### src/rtl/ckio_seq_pkg.sv
package ckio_seq_pkg;
  typedef enum logic {
    OP_CHECKOUT = 1'b0,
    OP_CHECKIN  = 1'b1
  } op_kind_e;
endpackage

### src/rtl/ckio_seg_lane.sv
module ckio_seg_lane
  import ckio_seq_pkg::*;
#(
  parameter int TW = 4
) (
  input  logic          clk,
  input  logic          rst_n,
  input  logic          iss_hit,
  input  op_kind_e      iss_kind,
  input  logic          fin_hit,
  input  op_kind_e      fin_kind,
  output logic [TW-1:0] next_tkt,
  output logic [TW-1:0] serve_tkt,
  output logic          paired,
  output logic          hold
);
  localparam logic [TW-1:0] ONE = TW'(1);

  logic [TW-1:0] next_q, next_d;
  logic [TW-1:0] serve_q, serve_d;
  logic [TW-1:0] pend_q, pend_d;      // checkins outstanding
  logic [TW-1:0] last_ci_q, last_ci_d; // ticket of newest checkin
  logic [TW-1:0] fence_q, fence_d;    // serve value that ends the hold
  logic          hold_q, hold_d;
  logic [TW-1:0] pend_left;
  logic          iss_co, iss_ci, fin_ci;

  always_comb begin
    iss_ci    = iss_hit && (iss_kind == OP_CHECKIN);
    iss_co    = iss_hit && (iss_kind == OP_CHECKOUT);
    fin_ci    = fin_hit && (fin_kind == OP_CHECKIN);
    pend_left = pend_q - (fin_ci ? ONE : '0);
    paired    = iss_co && (pend_left != '0);

    next_d    = iss_hit ? next_q + ONE : next_q;
    serve_d   = fin_hit ? serve_q + ONE : serve_q;
    pend_d    = pend_left + (iss_ci ? ONE : '0);
    last_ci_d = iss_ci ? next_q : last_ci_q;
    fence_d   = paired ? last_ci_q + ONE : fence_q;

    if (paired)
      hold_d = 1'b1;
    else if (hold_q && fin_hit && (serve_q + ONE == fence_q))
      hold_d = 1'b0;
    else
      hold_d = hold_q;
  end

  always_ff @(posedge clk or negedge rst_n) begin
    if (!rst_n) begin
      next_q    <= '0;
      serve_q   <= '0;
      pend_q    <= '0;
      last_ci_q <= '0;
      fence_q   <= '0;
      hold_q    <= 1'b0;
    end else begin
      if (iss_hit)          next_q    <= next_d;
      if (fin_hit)          serve_q   <= serve_d;
      if (iss_ci || fin_ci) pend_q    <= pend_d;
      if (iss_ci)           last_ci_q <= last_ci_d;
      if (paired)           fence_q   <= fence_d;
      hold_q <= hold_d;
    end
  end

  assign next_tkt  = next_q;
  assign serve_tkt = serve_q;
  assign hold      = hold_q;

  // a completion needs an outstanding operation
  a_r4_fin_nonempty: assert property (@(posedge clk) disable iff (!rst_n)
    fin_hit |-> (next_q != serve_q));

  // issue must not overrun the serving pointer
  a_r9_no_overrun: assert property (@(posedge clk) disable iff (!rst_n)
    (iss_hit && !fin_hit) |-> ((next_q + ONE) != serve_q));

  // serving count moves only on a completion
  a_r4_serve_stable: assert property (@(posedge clk) disable iff (!rst_n)
    !fin_hit |=> $stable(serve_q));

  // a paired checkout raises the hold next cycle
  a_r6_pair_holds: assert property (@(posedge clk) disable iff (!rst_n)
    paired |=> hold_q);

  // hold only while some checkin is outstanding
  a_r7_hold_has_ckin: assert property (@(posedge clk) disable iff (!rst_n)
    hold_q |-> (pend_q != '0));
endmodule

### src/rtl/ckio_order_seq.sv
module ckio_order_seq
  import ckio_seq_pkg::*;
#(
  parameter int NSEG = 4,
  parameter int TW   = 4,
  parameter int SW   = (NSEG > 1) ? $clog2(NSEG) : 1
) (
  input  logic            clk,
  input  logic            rst_n,
  input  logic            iss_vld,
  input  logic [SW-1:0]   iss_seg,
  input  logic            iss_ckin,
  output logic [TW-1:0]   iss_tkt,
  output logic            iss_paired,
  input  logic [SW-1:0]   ask_seg,
  input  logic [TW-1:0]   ask_tkt,
  output logic            ask_grant,
  input  logic            fin_vld,
  input  logic [SW-1:0]   fin_seg,
  input  logic            fin_ckin,
  output logic [NSEG-1:0] ld_hold
);
  logic [TW-1:0]   next_a  [NSEG];
  logic [TW-1:0]   serve_a [NSEG];
  logic [NSEG-1:0] pair_v;
  op_kind_e        iss_kind, fin_kind;

  assign iss_kind = op_kind_e'(iss_ckin);
  assign fin_kind = op_kind_e'(fin_ckin);

  for (genvar g = 0; g < NSEG; g++) begin : g_lane
    ckio_seg_lane #(.TW(TW)) u_lane (
      .clk       (clk),
      .rst_n     (rst_n),
      .iss_hit   (iss_vld && (iss_seg == SW'(g))),
      .iss_kind  (iss_kind),
      .fin_hit   (fin_vld && (fin_seg == SW'(g))),
      .fin_kind  (fin_kind),
      .next_tkt  (next_a[g]),
      .serve_tkt (serve_a[g]),
      .paired    (pair_v[g]),
      .hold      (ld_hold[g])
    );
  end

  always_comb begin
    iss_tkt   = '0;
    ask_grant = 1'b0;
    for (int i = 0; i < NSEG; i++) begin
      if (iss_seg == SW'(i)) iss_tkt   = next_a[i];
      if (ask_seg == SW'(i)) ask_grant = (serve_a[i] == ask_tkt);
    end
    iss_paired = |pair_v;
  end

  // pairing is only ever reported for a checkout issue
  a_r6_pair_is_checkout: assert property (@(posedge clk) disable iff (!rst_n)
    iss_paired |-> (iss_vld && !iss_ckin));

  // at most one lane pairs per cycle
  a_r6_one_pair: assert property (@(posedge clk) disable iff (!rst_n)
    $onehot0(pair_v));
endmodule

### config.mk
export PLATFORM = sky130hd
export DESIGN_NAME = ckio_order_seq
export DESIGN_NICKNAME = d
export VERILOG_FILES = /design/src/rtl/ckio_seq_pkg.sv /design/src/rtl/ckio_seg_lane.sv /design/src/rtl/ckio_order_seq.sv
export SDC_FILE = /design/constraint.sdc
export NUM_CORES = 1
export LEC_CHECK = 0
export BUFFER_PORTS_ARGS = -buffer_cell sky130_fd_sc_hd__buf_2
export CAP_MARGIN = 5
export CORE_MARGIN = 3
export CORE_UTILIZATION = 61
export CTS_CLUSTER_DIAMETER = 50
export DETAILED_ROUTE_END_ITERATION = 6
export GPL_TIMING_DRIVEN = 0
export PLACE_DENSITY = 0.89
export SYNTH_ARGS = -nofsm -noshare
export SYNTH_HDL_FRONTEND = slang
export SYNTH_HIERARCHICAL = 1
export SYNTH_SLANG_ARGS = --single-unit
### constraint.sdc
create_clock -name clk -period 3.4 [get_ports clk]
set_input_delay 0.68 -clock clk [delete_from_list [all_inputs] [get_ports clk]]
set_output_delay 0.68 -clock clk [all_outputs]
set_load 0.02 [all_outputs]
---- After elaboration in Yosys (flattened, before gate mapping) ----
Cells that the tools add are included.
cells by class
  bitwise operators ....................... 1
  add/sub/neg operators ................... 20
  equal/unequal tests ..................... 17
  reduce and logical (&&, ||, !) cells .... 48
  mux-type cells .......................... 24
operator list
  operator               number
  $add A4 B1 Y4 const B  12
  $eq A4 B4 Y1           8
  $logic_and A1 B1 Y1    32
  $mux W1                20
  $add A4 B4 Y4          4
  $mux W4                4
  $reduce_bool A4 Y1     4
  $sub A4 B4 Y4          4
  $eq A2 B2 Y1 const B   6
  $reduce_bool A2 Y1     4
  $eq A2 B1 Y1 const B   3
  $logic_not A2 Y1       3
  $logic_or A1 B1 Y1     4
  $reduce_or A4 Y1       1
  $not A1 Y1             1
storage, ports and cells
  input port bits ......................... 16
  register bits ........................... 84
  output and inout port bits .............. 10
  logic and storage cells ................. 134

---- Logic depth before layout (Yosys ltp) ----
  depth after elaboration ................. 8
  mapped depth ............................ 11
  mapped depth without buffers ............ 10

---- Hierarchy ----
The synthesis kept the hierarchy.
by module, submodules not included
  module          cells an instance  instances  area each (um^2)  seq. area each (um^2)
  ckio_seg_lane   87                 4          1,086.0           525.5
  ckio_order_seq  43                 1          366.6             0.0

---- Worst setup path after synthesis ----
Ideal clock, no wire load.
  path kind ............................... input -> output
  from .................................... input fin_seg[0]
  to ...................................... output iss_paired
  stages .................................. 8
  data required time ...................... 2.720 ns
  buffers on the path ..................... 1
  data arrival time ....................... 2.660 ns
  slack ................................... 0.060 ns
  cell sequence ........................... and3b_1 > clkbuf_1 > and2_1 > ha_1 > ha_1 > xnor2_1 > a41oi_4 > or4_1
on the way
  cells in the longest elaborated chain, start to end .. 8
  elaborated cells between the ends (all ways) .. 29
  classes of those cells .................. add/sub (4); eq/ne (3); mux (4); reduce/logical (18)
ends and longest elaborated chain
  what                 RTL line              RTL
  start, declared      ckio_order_seq.sv:19  input logic [SW-1:0] fin_seg,
  $eq A2 B1 Y1         ckio_order_seq.sv:37  .fin_hit (fin_vld && (fin_seg == SW'(g))),
  $logic_and A1 B1 Y1  ckio_order_seq.sv:37
  $logic_and A1 B1 Y1  ckio_seg_lane.sv:31   fin_ci = fin_hit && (fin_kind == OP_CHECKIN);
  $mux W1              ckio_seg_lane.sv:32   pend_left = pend_q - (fin_ci ? ONE : '0);
  $sub A4 B4 Y4        ckio_seg_lane.sv:32
  $reduce_bool A4 Y1   ckio_seg_lane.sv:33   paired = iss_co && (pend_left != '0);
  $logic_and A1 B1 Y1  ckio_seg_lane.sv:33
  net pair_v[1]        ckio_order_seq.sv:25  logic [NSEG-1:0] pair_v;
  $reduce_or A4 Y1     ckio_order_seq.sv:53  iss_paired = |pair_v;
  end, declared        ckio_order_seq.sv:14  output logic iss_paired,
The timed path passes the listed nets, and every way through them passes these cells.

---- Worst setup path in the final report ----
  from .................................... input fin_seg[0]
  to ...................................... output iss_paired
on the way
  cells in the longest elaborated chain, start to end .. 8
  elaborated cells between the ends (all ways) .. 29
  classes of those cells .................. add/sub (4); eq/ne (3); mux (4); reduce/logical (18)
ends and longest elaborated chain
  what                 RTL line
  $eq A2 B2 Y1         ckio_order_seq.sv:37
  $logic_and A1 B1 Y1  ckio_order_seq.sv:37
  $logic_and A1 B1 Y1  ckio_seg_lane.sv:31
  $mux W1              ckio_seg_lane.sv:32
  $sub A4 B4 Y4        ckio_seg_lane.sv:32
  $reduce_bool A4 Y1   ckio_seg_lane.sv:33
  $logic_and A1 B1 Y1  ckio_seg_lane.sv:33
  net pair_v[3]        ckio_order_seq.sv:25
  $reduce_or A4 Y1     ckio_order_seq.sv:53
The timed path passes the listed nets, and every way through them passes these cells.

==> metrics.md <==
| Metric | Value |
|---|---|
| Layout area overhead | 15.6% |
| Critical path fanouts, max | 4 |
| Post-synth top cells | dfrtp_1 (84), xnor2_1 (53), mux2_2 (44) |
| H-tree depth | 3 |
| Critical path destination | iss_paired |
| Cts hold-fix bufs | 0 |
| Reg2Reg Capture Point | g_lane[0].u_lane/pend_q[3] |
| Power per cell area | 824 nW/um^2 |
| Die Wd | approximately 94 um |
| #FFs+latches synth | 84 |
| Area share of and/or/nand/nor cells after synthesis | 10.2% |
| Fmax | roughly 300 MHz |
| Synth top area cells | dfrtp_1 (45%), mux2_2 (11%), xnor2_1 (9.9%) |
| Final cell count without fillers | 542 |
| Placed Cells | 514 |
| MaxCap Viol Count | 0 |
| Antenna fix cells | 0 |
| Global route overflow | 0 |
| Post-synthesis mux area share | 14.1% |
| Final Cycle Share | 99.4% |
| Gp weighted congestion | roughly 0.84 |
| Yosys warning total | 6 |
| Setup TNS | 0 ns |
| Setup crit start | fin_seg[0] |
| Clock skew | 0.00886 ns |
| Mapped Nets | 435 |
| Die footprint | 8810 sq um |
| Synth area leader | dfrtp_1 |
| Worst-margin pin slew | ~0.63 ns |
| FF-to-FF path depth | 8 |
| Num CTS Buffers | 9 |
| # fillers | around 440 |
| Number of global-route vias before repair | 3127 |
| Most common cell in the netlist | dfrtp_1 |
| Die H | 93.9 um |
| Post-Route WL | between 9 and 10 mm |
| Synth Area in Compound Gates | 3.77% |
| Nets | about 480 |
| Critical Path Sink Type | output pin |
| Final core utilization | between 70% and 80% |
| Worst-case clock buffer depth | 2 |
| Synthesized area | around 4700 sq um |
| Initial antenna violation count | 0 |
| Row count | 31 |
| Worst Hold Class | in2async |
| Remaining DRCs | 0 |
| Max-slew violation count | 0 |
| Synth Instances | 391 |
| Worst r2r src | g_lane[0].u_lane/pend_q[0] |
| CTS tree | built |
| Ratio of cells with drive above 1 in the final layout | 30.0% |
| Synth top area share | 44.6% |
| First-pass DRT Iterations | 4 |
| Async set-reset flop share out of synthesis | 100% |
| Via-to-Cell Ratio | 5.77 |
| Starting DRT DRC Count | 189 |
| Slew HR | 58.0% |
| Outcome | complete, no violations |
| Synth Area in XOR/XNOR | 17.1% |
| Syn_area_per_cell | around 12 sq um |
| Post-synth EDFFs | 0 |
| Post-synth top flop | dfrtp_1 |
| Clk pin slew, worst setup/hold paths | around 0.09 ns |
| CP startpoint kind | input port |
| Initial core utilization | between 60 and 70% |
| Final worst path period need | 3.38 ns |
| Post-synthesis adder-cell area fraction | 7.44% |
| WHS | 0.271 ns |
| Wire length per cell | 18.4 um |
| Num ports | 26 |
| Antenna viol nets, final | 0 |
| GRT Overall Usage | 23.3% |
| Clk_lat worst skew | 0.36 ns |
| Core area | between 7000 and 8000 sq um |
| DP Wirelength | 6.40 mm |
| Area after DPL | 4980 sq um |
| P_leak | ~2.5 nW |
| Yosys cell types | 28 |
| Crit Path Class | in2out |
| Critical path arrival | 2.70 ns |
| Post-synthesis sequential area ratio | 44.6% |
| Largest family of logic cells by synthesized area | XOR/XNOR gates |
| Final setup viols | 0 |
| Clock sink total | 84 |
| Max rail drop VDD | just over 400 uV |
| Via Count | 3125 |
| First-pass GRT wire length | 15.6 mm |
| Final Instance Area | 5440 sq um |
| Reg-to-reg setup timing slack | 1.35 ns |
| Largest net degree at the start of global routing | 49 |
| Root Buffer | clkbuf_8 |
| Req. time, crit path | roughly 2.7 ns |
| Final hold viol count | 0 |
| Buffers on Ports | 23 |
[cell families after synthesis]
family,Yosys count
XOR/XNOR,92
AND/OR/NAND/NOR,84
flip-flops,84
multiplexers,56
buffers and inverters,34
adder cells (fa/ha/maj),28
AO/OA/AOI/OAI,13
[report_power, final]
part,internal (mW),switching (mW)
registers,1.47,0.613
clock network,0.352,0.350
logic,0.943,0.757
[metrics by stage]
step | setup WS [ns] | power, mW
3_5_place_dp | -0.382 | 3.62
2_1_floorplan | 0.0596 | 3.17
3_3_place_gp | -0.325 | 3.48
6_report | 0.0208 | 4.49
4_1_cts | 0.00904 | 4.42
5_1_grt | -0.0227 | 4.79
[worst max-delay path, cell delays in order]
cell and delay (ns):
buf_2 0.14, and3_4 0.20, and2_1 0.14, ha_1 0.20, ha_1 0.25, xnor2_2 0.24
a41oi_4 0.18, or4_4 0.52, buf_6 0.15
[layout by cell type, fill, tap and decap left out, types with 4 or more instances in the layout]
cell / count
a41oi_4: 4
dfrtp_1: 84
a21o_1: 4
ha_2: 4
nand2_1: 13
nand2b_1: 4
xor2_1: 39
ha_1: 23
nor3b_1: 5
nand3_1: 10
mux2i_1: 8
clkbuf_8: 10
inv_1: 24
mux2_2: 44
nand4_1: 12
nor3b_4: 4
nor2b_1: 5
xnor2_1: 45
buf_2: 20
buf_4: 19
mux4_2: 4
a22oi_1: 5
nor2_1: 14
clkbuf_1: 5
xnor2_2: 7
[routing by layer]
layer | global-route usage, % | share of wire, % | vias to the layer above | routed length (um)
met5 | 0 | 0 | - | 0
li1 | - | - | 1444 | -
met3 | 4.17 | 4.4 | 20 | 433
met2 | 37.0 | 50 | 85 | 5010
met1 | 30.6 | 43 | 1576 | 4280
met4 | 11.7 | 2.3 | 0 | 232
[worst min path at each step]
stage | end | slack (ns) | depth (start not counted) | from
floorplan | g_lane[0].u_lane/fence_q[0] | 0.38 | 0 | rst_n
global placement | g_lane[0].u_lane/hold | 0.46 | 1 | g_lane[0].u_lane/hold
detailed placement | g_lane[3].u_lane/hold | 0.46 | 1 | g_lane[3].u_lane/hold
CTS | g_lane[0].u_lane/pend_q[2] | 0.28 | 1 | rst_n
global route | g_lane[0].u_lane/pend_q[2] | 0.30 | 1 | rst_n
finish | g_lane[0].u_lane/pend_q[2] | 0.27 | 1 | rst_n
[what timing repair did]
item	CTS	global route
gates cloned	0	0
buffers inserted	8	7
pin swaps	8	10
gates resized for setup	21	18
setup endpoints to repair	1	1
[sequential cells by signal (all words and copies together), names as in the netlist]
name and flops:
g_lane.u_lane/fence_q 16, g_lane.u_lane/hold 4, g_lane.u_lane/last_ci_q 16, g_lane.u_lane/next_tkt 16
g_lane.u_lane/pend_q 16, g_lane.u_lane/serve_tkt 16
[final cells by class]
class	count	area (sq um)	area share, %
clock inverter	5	52.6	0.965
tap	99	124	2.28
clock buffer	10	138	2.53
multi-input combinational	273	2630	48.2
sequential	84	2100	38.6
inverter	24	90.1	1.65
timing repair buffer	39	269	4.94
buffer	8	42.5	0.781
No activity file was read; power rests on OpenSTA's default activity.
